### src/rtl/subword_shuffle_pkg.sv
`timescale 1ns/1ps
package subword_shuffle_pkg;
  typedef enum logic [1:0] {
    OP_HALF_MIX = 2'b00,
    OP_WORD_MIX = 2'b01,
    OP_LANE_PERM = 2'b10,
    OP_ZERO = 2'b11
  } shuf_op_e;
endpackage

### src/rtl/sw_half_mix.sv
`timescale 1ns/1ps
// Interleaves LANE_W-bit lanes of two sources. Lane pairs counted from the
// most significant end: even result position takes A, odd takes B.
module sw_half_mix #(
  parameter int LANE_W = 16,
  parameter int LANES  = 4,
  localparam int W = LANE_W * LANES
) (
  input  logic [W-1:0] a,
  input  logic [W-1:0] b,
  input  logic         left,
  output logic [W-1:0] y
);
  for (genvar i = 0; i < LANES; i++) begin : g_lane
    localparam int MSB_POS = LANES - 1 - i;     // position from the top
    localparam int PAIR    = MSB_POS / 2;
    localparam int FROM_B  = MSB_POS % 2;
    localparam int SRC_L   = LANES - 1 - 2 * PAIR; // upper lane of pair
    localparam int SRC_R   = LANES - 2 - 2 * PAIR; // lower lane of pair
    logic [W-1:0] src;
    assign src = (FROM_B != 0) ? b : a;
    assign y[i*LANE_W +: LANE_W] = left ? src[SRC_L*LANE_W +: LANE_W]
                                        : src[SRC_R*LANE_W +: LANE_W];
  end
endmodule

### src/rtl/sw_word_mix.sv
`timescale 1ns/1ps
// Joins one half of A (upper part of the result) with the same half of B.
module sw_word_mix #(
  parameter int LANE_W = 16,
  parameter int LANES  = 4,
  localparam int W    = LANE_W * LANES,
  localparam int HALF = W / 2
) (
  input  logic [W-1:0] a,
  input  logic [W-1:0] b,
  input  logic         left,
  output logic [W-1:0] y
);
  always_comb begin
    if (left) y = {a[W-1:HALF], b[W-1:HALF]};
    else      y = {a[HALF-1:0], b[HALF-1:0]};
  end
endmodule

### src/rtl/sw_lane_perm.sv
`timescale 1ns/1ps
// Each result lane k copies the source lane named by selector field k.
module sw_lane_perm #(
  parameter int LANE_W = 16,
  parameter int LANES  = 4,
  localparam int W     = LANE_W * LANES,
  localparam int SEL_W = $clog2(LANES)
) (
  input  logic [W-1:0]           a,
  input  logic [LANES*SEL_W-1:0] sel,
  output logic [W-1:0]           y
);
  for (genvar k = 0; k < LANES; k++) begin : g_dst
    logic [SEL_W-1:0] idx;
    assign idx = sel[k*SEL_W +: SEL_W];
    always_comb begin
      y[k*LANE_W +: LANE_W] = '0;
      for (int j = 0; j < LANES; j++) begin
        if (idx == SEL_W'(j)) y[k*LANE_W +: LANE_W] = a[j*LANE_W +: LANE_W];
      end
    end
  end
endmodule

### src/rtl/subword_shuffle.sv
`timescale 1ns/1ps
module subword_shuffle
  import subword_shuffle_pkg::*;
#(
  parameter int LANE_W = 16,
  parameter int LANES  = 4,
  localparam int W     = LANE_W * LANES,
  localparam int SEL_W = $clog2(LANES)
) (
  input  logic                   clk,
  input  logic                   rst,
  input  logic                   in_valid,
  input  logic [1:0]             op_sel,
  input  logic                   take_left,
  input  logic [LANES*SEL_W-1:0] lane_sel,
  input  logic [W-1:0]           src_a,
  input  logic [W-1:0]           src_b,
  output logic                   out_valid,
  output logic [W-1:0]           result
);
  logic [W-1:0] half_y, word_y, perm_y, next_y;
  shuf_op_e     op;

  assign op = shuf_op_e'(op_sel);

  sw_half_mix #(.LANE_W(LANE_W), .LANES(LANES)) u_half (
    .a(src_a), .b(src_b), .left(take_left), .y(half_y));

  sw_word_mix #(.LANE_W(LANE_W), .LANES(LANES)) u_word (
    .a(src_a), .b(src_b), .left(take_left), .y(word_y));

  sw_lane_perm #(.LANE_W(LANE_W), .LANES(LANES)) u_perm (
    .a(src_a), .sel(lane_sel), .y(perm_y));

  always_comb begin
    unique case (op)
      OP_HALF_MIX:  next_y = half_y;
      OP_WORD_MIX:  next_y = word_y;
      OP_LANE_PERM: next_y = perm_y;
      default:      next_y = '0;
    endcase
  end

  always_ff @(posedge clk) begin
    if (rst) begin
      out_valid <= 1'b0;
      result    <= '0;
    end else begin
      out_valid <= in_valid;
      if (in_valid) result <= next_y;
    end
  end
endmodule

### config.mk
export PLATFORM = sky130hd
export DESIGN_NAME = subword_shuffle
export DESIGN_NICKNAME = d
export VERILOG_FILES = /design/src/rtl/subword_shuffle_pkg.sv /design/src/rtl/sw_half_mix.sv /design/src/rtl/sw_word_mix.sv /design/src/rtl/sw_lane_perm.sv /design/src/rtl/subword_shuffle.sv
export SDC_FILE = /design/constraint.sdc
export NUM_CORES = 1
export LEC_CHECK = 0
export CAP_MARGIN = 20
export CORE_ASPECT_RATIO = 1.4
export CORE_MARGIN = 1.5
export CORE_UTILIZATION = 50
export DETAILED_ROUTE_END_ITERATION = 12
export DONT_BUFFER_PORTS = 1
export PLACE_DENSITY = 0.68
export SLEW_MARGIN = 20
export SYNTH_ARGS = -nofsm -noshare
export SYNTH_HDL_FRONTEND = slang
export SYNTH_HIERARCHICAL = 1
export SYNTH_SLANG_ARGS = --single-unit
export TNS_END_PERCENT = 30
### constraint.sdc
create_clock -name clk -period 1.83 [get_ports clk]
set_input_delay 0.366 -clock clk [delete_from_list [all_inputs] [get_ports clk]]
set_output_delay 0.366 -clock clk [all_outputs]
set_load 0.01 [all_outputs]
# [Word-level counts from Yosys, hierarchy flattened]
# Cells that the tools add are included.
[word_totals] ff_bits=65 out_inout_bits=65
[classes] mux=22 n_reduce_logical=5 eq_ne=14
[ops] cell="two-way mux 16 bit" n=20
[ops] cell="case mux 64 bit (3 select lines)" n=1
[ops] cell="two-way mux 64 bit" n=1
[ops] cell="== test 2 bit, second input constant" n=9
[ops] cell="== test 2 x 1 -> 1 bit, second input constant" n=5
[ops] cell="logical NOT 2 bit" n=5

# [Depth between registers and ports, before layout]
[depth] ltp_word=6 ltp_mapped=6 mapped_depth_nobuf=4

# [By module]
# The synthesis kept the hierarchy.
[by_module_without_submodules] mod="subword_shuffle" instances=1 cells_each=436 area_each_um2=4240.3 seq_area_each_um2=1301.2
[by_module_without_submodules] mod="sw_lane_perm" instances=1 cells_each=80 area_each_um2=1696.6 seq_area_each_um2=0.0
[by_module_without_submodules] mod="sw_half_mix" instances=1 cells_each=71 area_each_um2=1077.3 seq_area_each_um2=0.0
[by_module_without_submodules] mod="sw_word_mix" instances=1 cells_each=71 area_each_um2=1077.3 seq_area_each_um2=0.0

# [Least setup slack after synthesis]
# No wires, ideal clock.
[synth_timing] path_type="input -> register" startpoint="in lane_sel[0]" endpoint="reg result[10]" t_arrival_ps=1414 path_buffers=2 path_stages=5 required_time_ps=1689 slack_ps=276 path_cell_list="buf_6 buf_12 mux4_2 a211oi_2 nor3_2"
[synth_between] elab_chain_cells=6
[synth_lines] item="start: declaration" line_no="subword_shuffle.sv:15" text="input logic [LANES*SEL_W-1:0] lane_sel,"
[synth_lines] item="logical NOT 2 bit" line_no="sw_lane_perm.sv:19" text="if (idx == SEL_W'(j)) y[k*LANE_W +: LANE_W] = a[j*LANE_W +: LANE_W];"
[synth_lines] item="two-way mux 16 bit (3 in series)" line_no="sw_lane_perm.sv:19"
[synth_lines] item="two-way mux 16 bit (*)" line_no="sw_lane_perm.sv:19"
[synth_lines] item="via perm_y[10]" line_no="subword_shuffle.sv:21" text="logic [W-1:0] half_y, word_y, perm_y, next_y;"
[synth_lines] item="case mux 64 bit (3 select lines) (*)" line_no="subword_shuffle.sv:36" text="unique case (op)"
[synth_lines] item="end signal: assignment" line_no="subword_shuffle.sv:50" text="if (in_valid) result <= next_y;"
[synth_lines] item="end: declaration" line_no="subword_shuffle.sv:19" text="output logic [W-1:0] result"
# The timed path passes the listed nets; every way through them passes the cells marked *.
# A chain may end at the register's enable or synchronous reset.

# [Worst setup path in the final report]
[layout_timing] startpoint="reg result[28]" endpoint="out result[28]"
# No word-level cell between the ends.

==> results.txt <==
* Final min period: roughly 1200 ps
* Warnings, synthesis: 6
- The number of global-route vias before repair was 5562.
- The cell sitting at the root of the clock tree is a sky130_fd_sc_hd__clkbuf_16.
- Total global routing track utilization: 0.255
- Most common library cell in the layout ignoring fill and taps: sky130_fd_sc_hd__nor2b_1
- Worst-path fanout max: 2
- By startpoint and endpoint, the worst setup path is classified as reg2out.
- For this run, global-route usage on met3 was measured as 0.0678.
* Maximum clock frequency: 859 MHz
- In this run the standard cell core region covers 15700 um2.
* Instance count after placement with tap cells included: a little under 800
- After routing the design area is 7920 um2.
- Setup skew after layout: 0 ps
* Die ar.: 17000 um2
* Total of hold buffers inserted after clock tree synthesis: 0
* Number of clock buffers inserted by TritonCTS: 9
- After detailed routing, the total wire length is 22100 um.
- I/O pin total: 207
- Actual slew at the worst max-slew pin: 360 ps
- In this run the tightest slew margin relative to its limit is 0.760.
- Launching point of the worst reg2reg path: result[29]
* Run status: completed
- After the first detailed-routing iteration, the DRC count stood at 472.
- Final non-filler cell total: 793
* Share of cell area taken by muxes after synthesis: 0.423
* Inserted Diodes: 0
- The mapped netlist covers 8090 um2.
- Pin count of the biggest net entering global routing: 193
- In this run, synthesis produced a sequential element count of 65.
- Static leakage power: 2.89 nW
- In this run the deepest clock path goes through 2 buffers.
- Final-report setup violation count: 0
- After detailed routing, the average wire length per cell comes to 27.8 um.
- Depth of the CTS H-tree: 3
- Cell taking the most area after synthesis: sky130_fd_sc_hd__mux2_4
* Sum of overflow across all layers after global routing: 0
* Instance count of the mapped netlist: around 660
- Antenna violations before repair: 0
- At the worst endpoint, the required time is 1460 ps.
- Final weighted congestion of routability-driven global placement: between 0.8 and 0.9
- Of the total synthesized cell area, the portion taken by AND, OR, NAND and NOR gates is 0.178.
- By area, the combinational part of the netlist is dominated by multiplexers.
* HPWL after detailed placement: 14900 um
- Number of instances resized during post-cts repair: 0
- GR peak layer: met2
- Final cycle utilization of the critical path: 0.636
* First-pass detailed-route iteration total: 4
- For this run, design rule violations remaining after detail routing come to 0.
- Post-Route Utilization: 0.505
- At the end of the flow, the number of nets in the layout was ~740.
- Post-CTS timing repair inserted 0 buffers for setup.
- From synthesis to final layout, the design area changed by -2.15%.
* CP Capture Type: output port
- Kind of start point of the critical path: flop
- By area the synthesized netlist is led by sky130_fd_sc_hd__mux2_4 22%, sky130_fd_sc_hd__dfxtp_1 16%, sky130_fd_sc_hd__mux4_2 11%, sky130_fd_sc_hd__nor2b_1 10%, sky130_fd_sc_hd__a211oi_2 9.3%.
* Chip Width: 111 um
- CTS clk-pin slew, worst paths: 50 ps
* Syn Area/Cell: 12.3 um2
- Pins Over Slew Limit: 0
- IR analysis of the VDD net gives a maximum drop of between 0.0003 and 0.0004 V.
- In the final layout, the share of cells above drive strength 1 is 0.511.
- Post-route antenna net violation count: 0
- After detailed routing, the number of vias per cell comes to about 7.
- The top cell types in the final layout, fill and taps aside, are 129 x sky130_fd_sc_hd__nor2b_1, 120 x sky130_fd_sc_hd__mux2_4, 65 x sky130_fd_sc_hd__dfxtp_1.
* Starting density of the core: 0.516
- The detailed router placed 5524 vias in this run.
- Xor-xnor portion of the synthesized cell area: 0
* Share of the yosys chip area belonging to registers: 0.161
- Fin Hold WS: 104 ps
* Slack of the worst reg-to-reg path: 940 ps
- From bottom edge to top edge, the die measures 154 um.
- In this run the worst hold path is classified as in2reg.
- In the global route stage, met1 resource usage came out at 0.343.
* Wire length of the first global-routing pass: 33900 um
- Number of hold violations in the final report: 0
- Crit path from: result[28]
- TritonCTS built the clock tree.
- Final setup TNS: 0 ps
* Max-cap check violation count: 0
* Clock sink total: 65
* Data arrival time at the worst-slack endpoint: around 800 ps
- Area fraction of the dominant cell type after synthesis: 0.223
- Arithmetic-cell share of the synthesized area counting full adders, half adders and majority gates: 0
* Quantity of I/O buffers inserted on ports: 0
- The number of nets in the synthesized netlist is 800.
- Once placement finished, the instance area stood at 7670 um2.
- Global routing usage on met2: 0.390
- Clock latency on the worst-skew pair, taken at its later pin, is 340 ps.
- For this design the ratio of total power to cell area is 567 nW/um2.
- Count of standard-cell rows: 54
* Unrepaired setup endpoints after global routing: false
* Fraction of the mapped netlist area in compound gates: 0.146
* Hold path start: rst
- Library cells used by synthesis: 19
==> final timing paths <==
kind | to | depth (start not counted)
max | result[28] | 0
min | result[20] | 1
max reg2reg | result[29] | 2
min reg2reg | result[61] | 2
==> through the flow <==
| step | total power, mW | setup WS (ps) |
|---|---|---|
| 3_3_place_gp | 2.93 | 397 |
| 5_1_grt | 4.67 | 637 |
| 2_1_floorplan | 3.11 | 276 |
| 3_5_place_dp | 2.95 | 394 |
| 4_1_cts | 4.54 | 656 |
| 6_report | 4.49 | 666 |
==> Yosys cell counts <==
cell type / instances
sky130_fd_sc_hd__a211oi_2: 60
sky130_fd_sc_hd__nand2_2: 1
sky130_fd_sc_hd__mux4_2: 40
sky130_fd_sc_hd__dfxtp_1: 65
sky130_fd_sc_hd__o22ai_1: 64
sky130_fd_sc_hd__buf_1: 9
sky130_fd_sc_hd__buf_12: 16
sky130_fd_sc_hd__nor3_2: 60
sky130_fd_sc_hd__nor3_1: 4
sky130_fd_sc_hd__mux2_2: 8
sky130_fd_sc_hd__nor2b_1: 129
sky130_fd_sc_hd__buf_2: 25
sky130_fd_sc_hd__buf_4: 3
sky130_fd_sc_hd__a211oi_1: 4
sky130_fd_sc_hd__mux2_4: 120
sky130_fd_sc_hd__mux4_1: 24
sky130_fd_sc_hd__buf_6: 20
sky130_fd_sc_hd__clkbuf_1: 5
sky130_fd_sc_hd__nand2b_1: 1
==> state kept, by name (all words and copies together) (netlist names) <==
signal and cells:
out_valid 1, result 64
==> metal layers <==
| layer | wire, um | share of wire | vias to the layer above |
|---|---|---|---|
| met5 | 0 | 0 | - |
| li1 | - | - | 2455 |
| met4 | 728 | 0.033 | 0 |
| met3 | 1790 | 0.081 | 45 |
| met2 | 10200 | 0.46 | 258 |
| met1 | 9360 | 0.42 | 2766 |
==> final cells by class <==
type                       count  area (um2)
tap                          196         245
sequential                    65        1300
multi-input combinational    515        6050
clock buffer                  12         246
fill                        1411        7760
clock inverter                 1        5.00
timing repair buffer           4        67.6
==> cells by family (layout without fill, tap and decap cells) <==
family | count (synthesis) | count (layout)
DFF | 65 | 65
and+or+nand+nor | 195 | 195
buffers and inverters | 78 | 17
AOI/OAI and AO/OA | 128 | 128
muxes | 192 | 192
==> where the power goes <==
group          switching, mW  internal (mW)  leakage, nW
logic                  0.406          0.838         2.22
clock network          0.629          0.930        0.124
registers              0.155           1.53        0.540
Power figures use the tool's default switching activity.
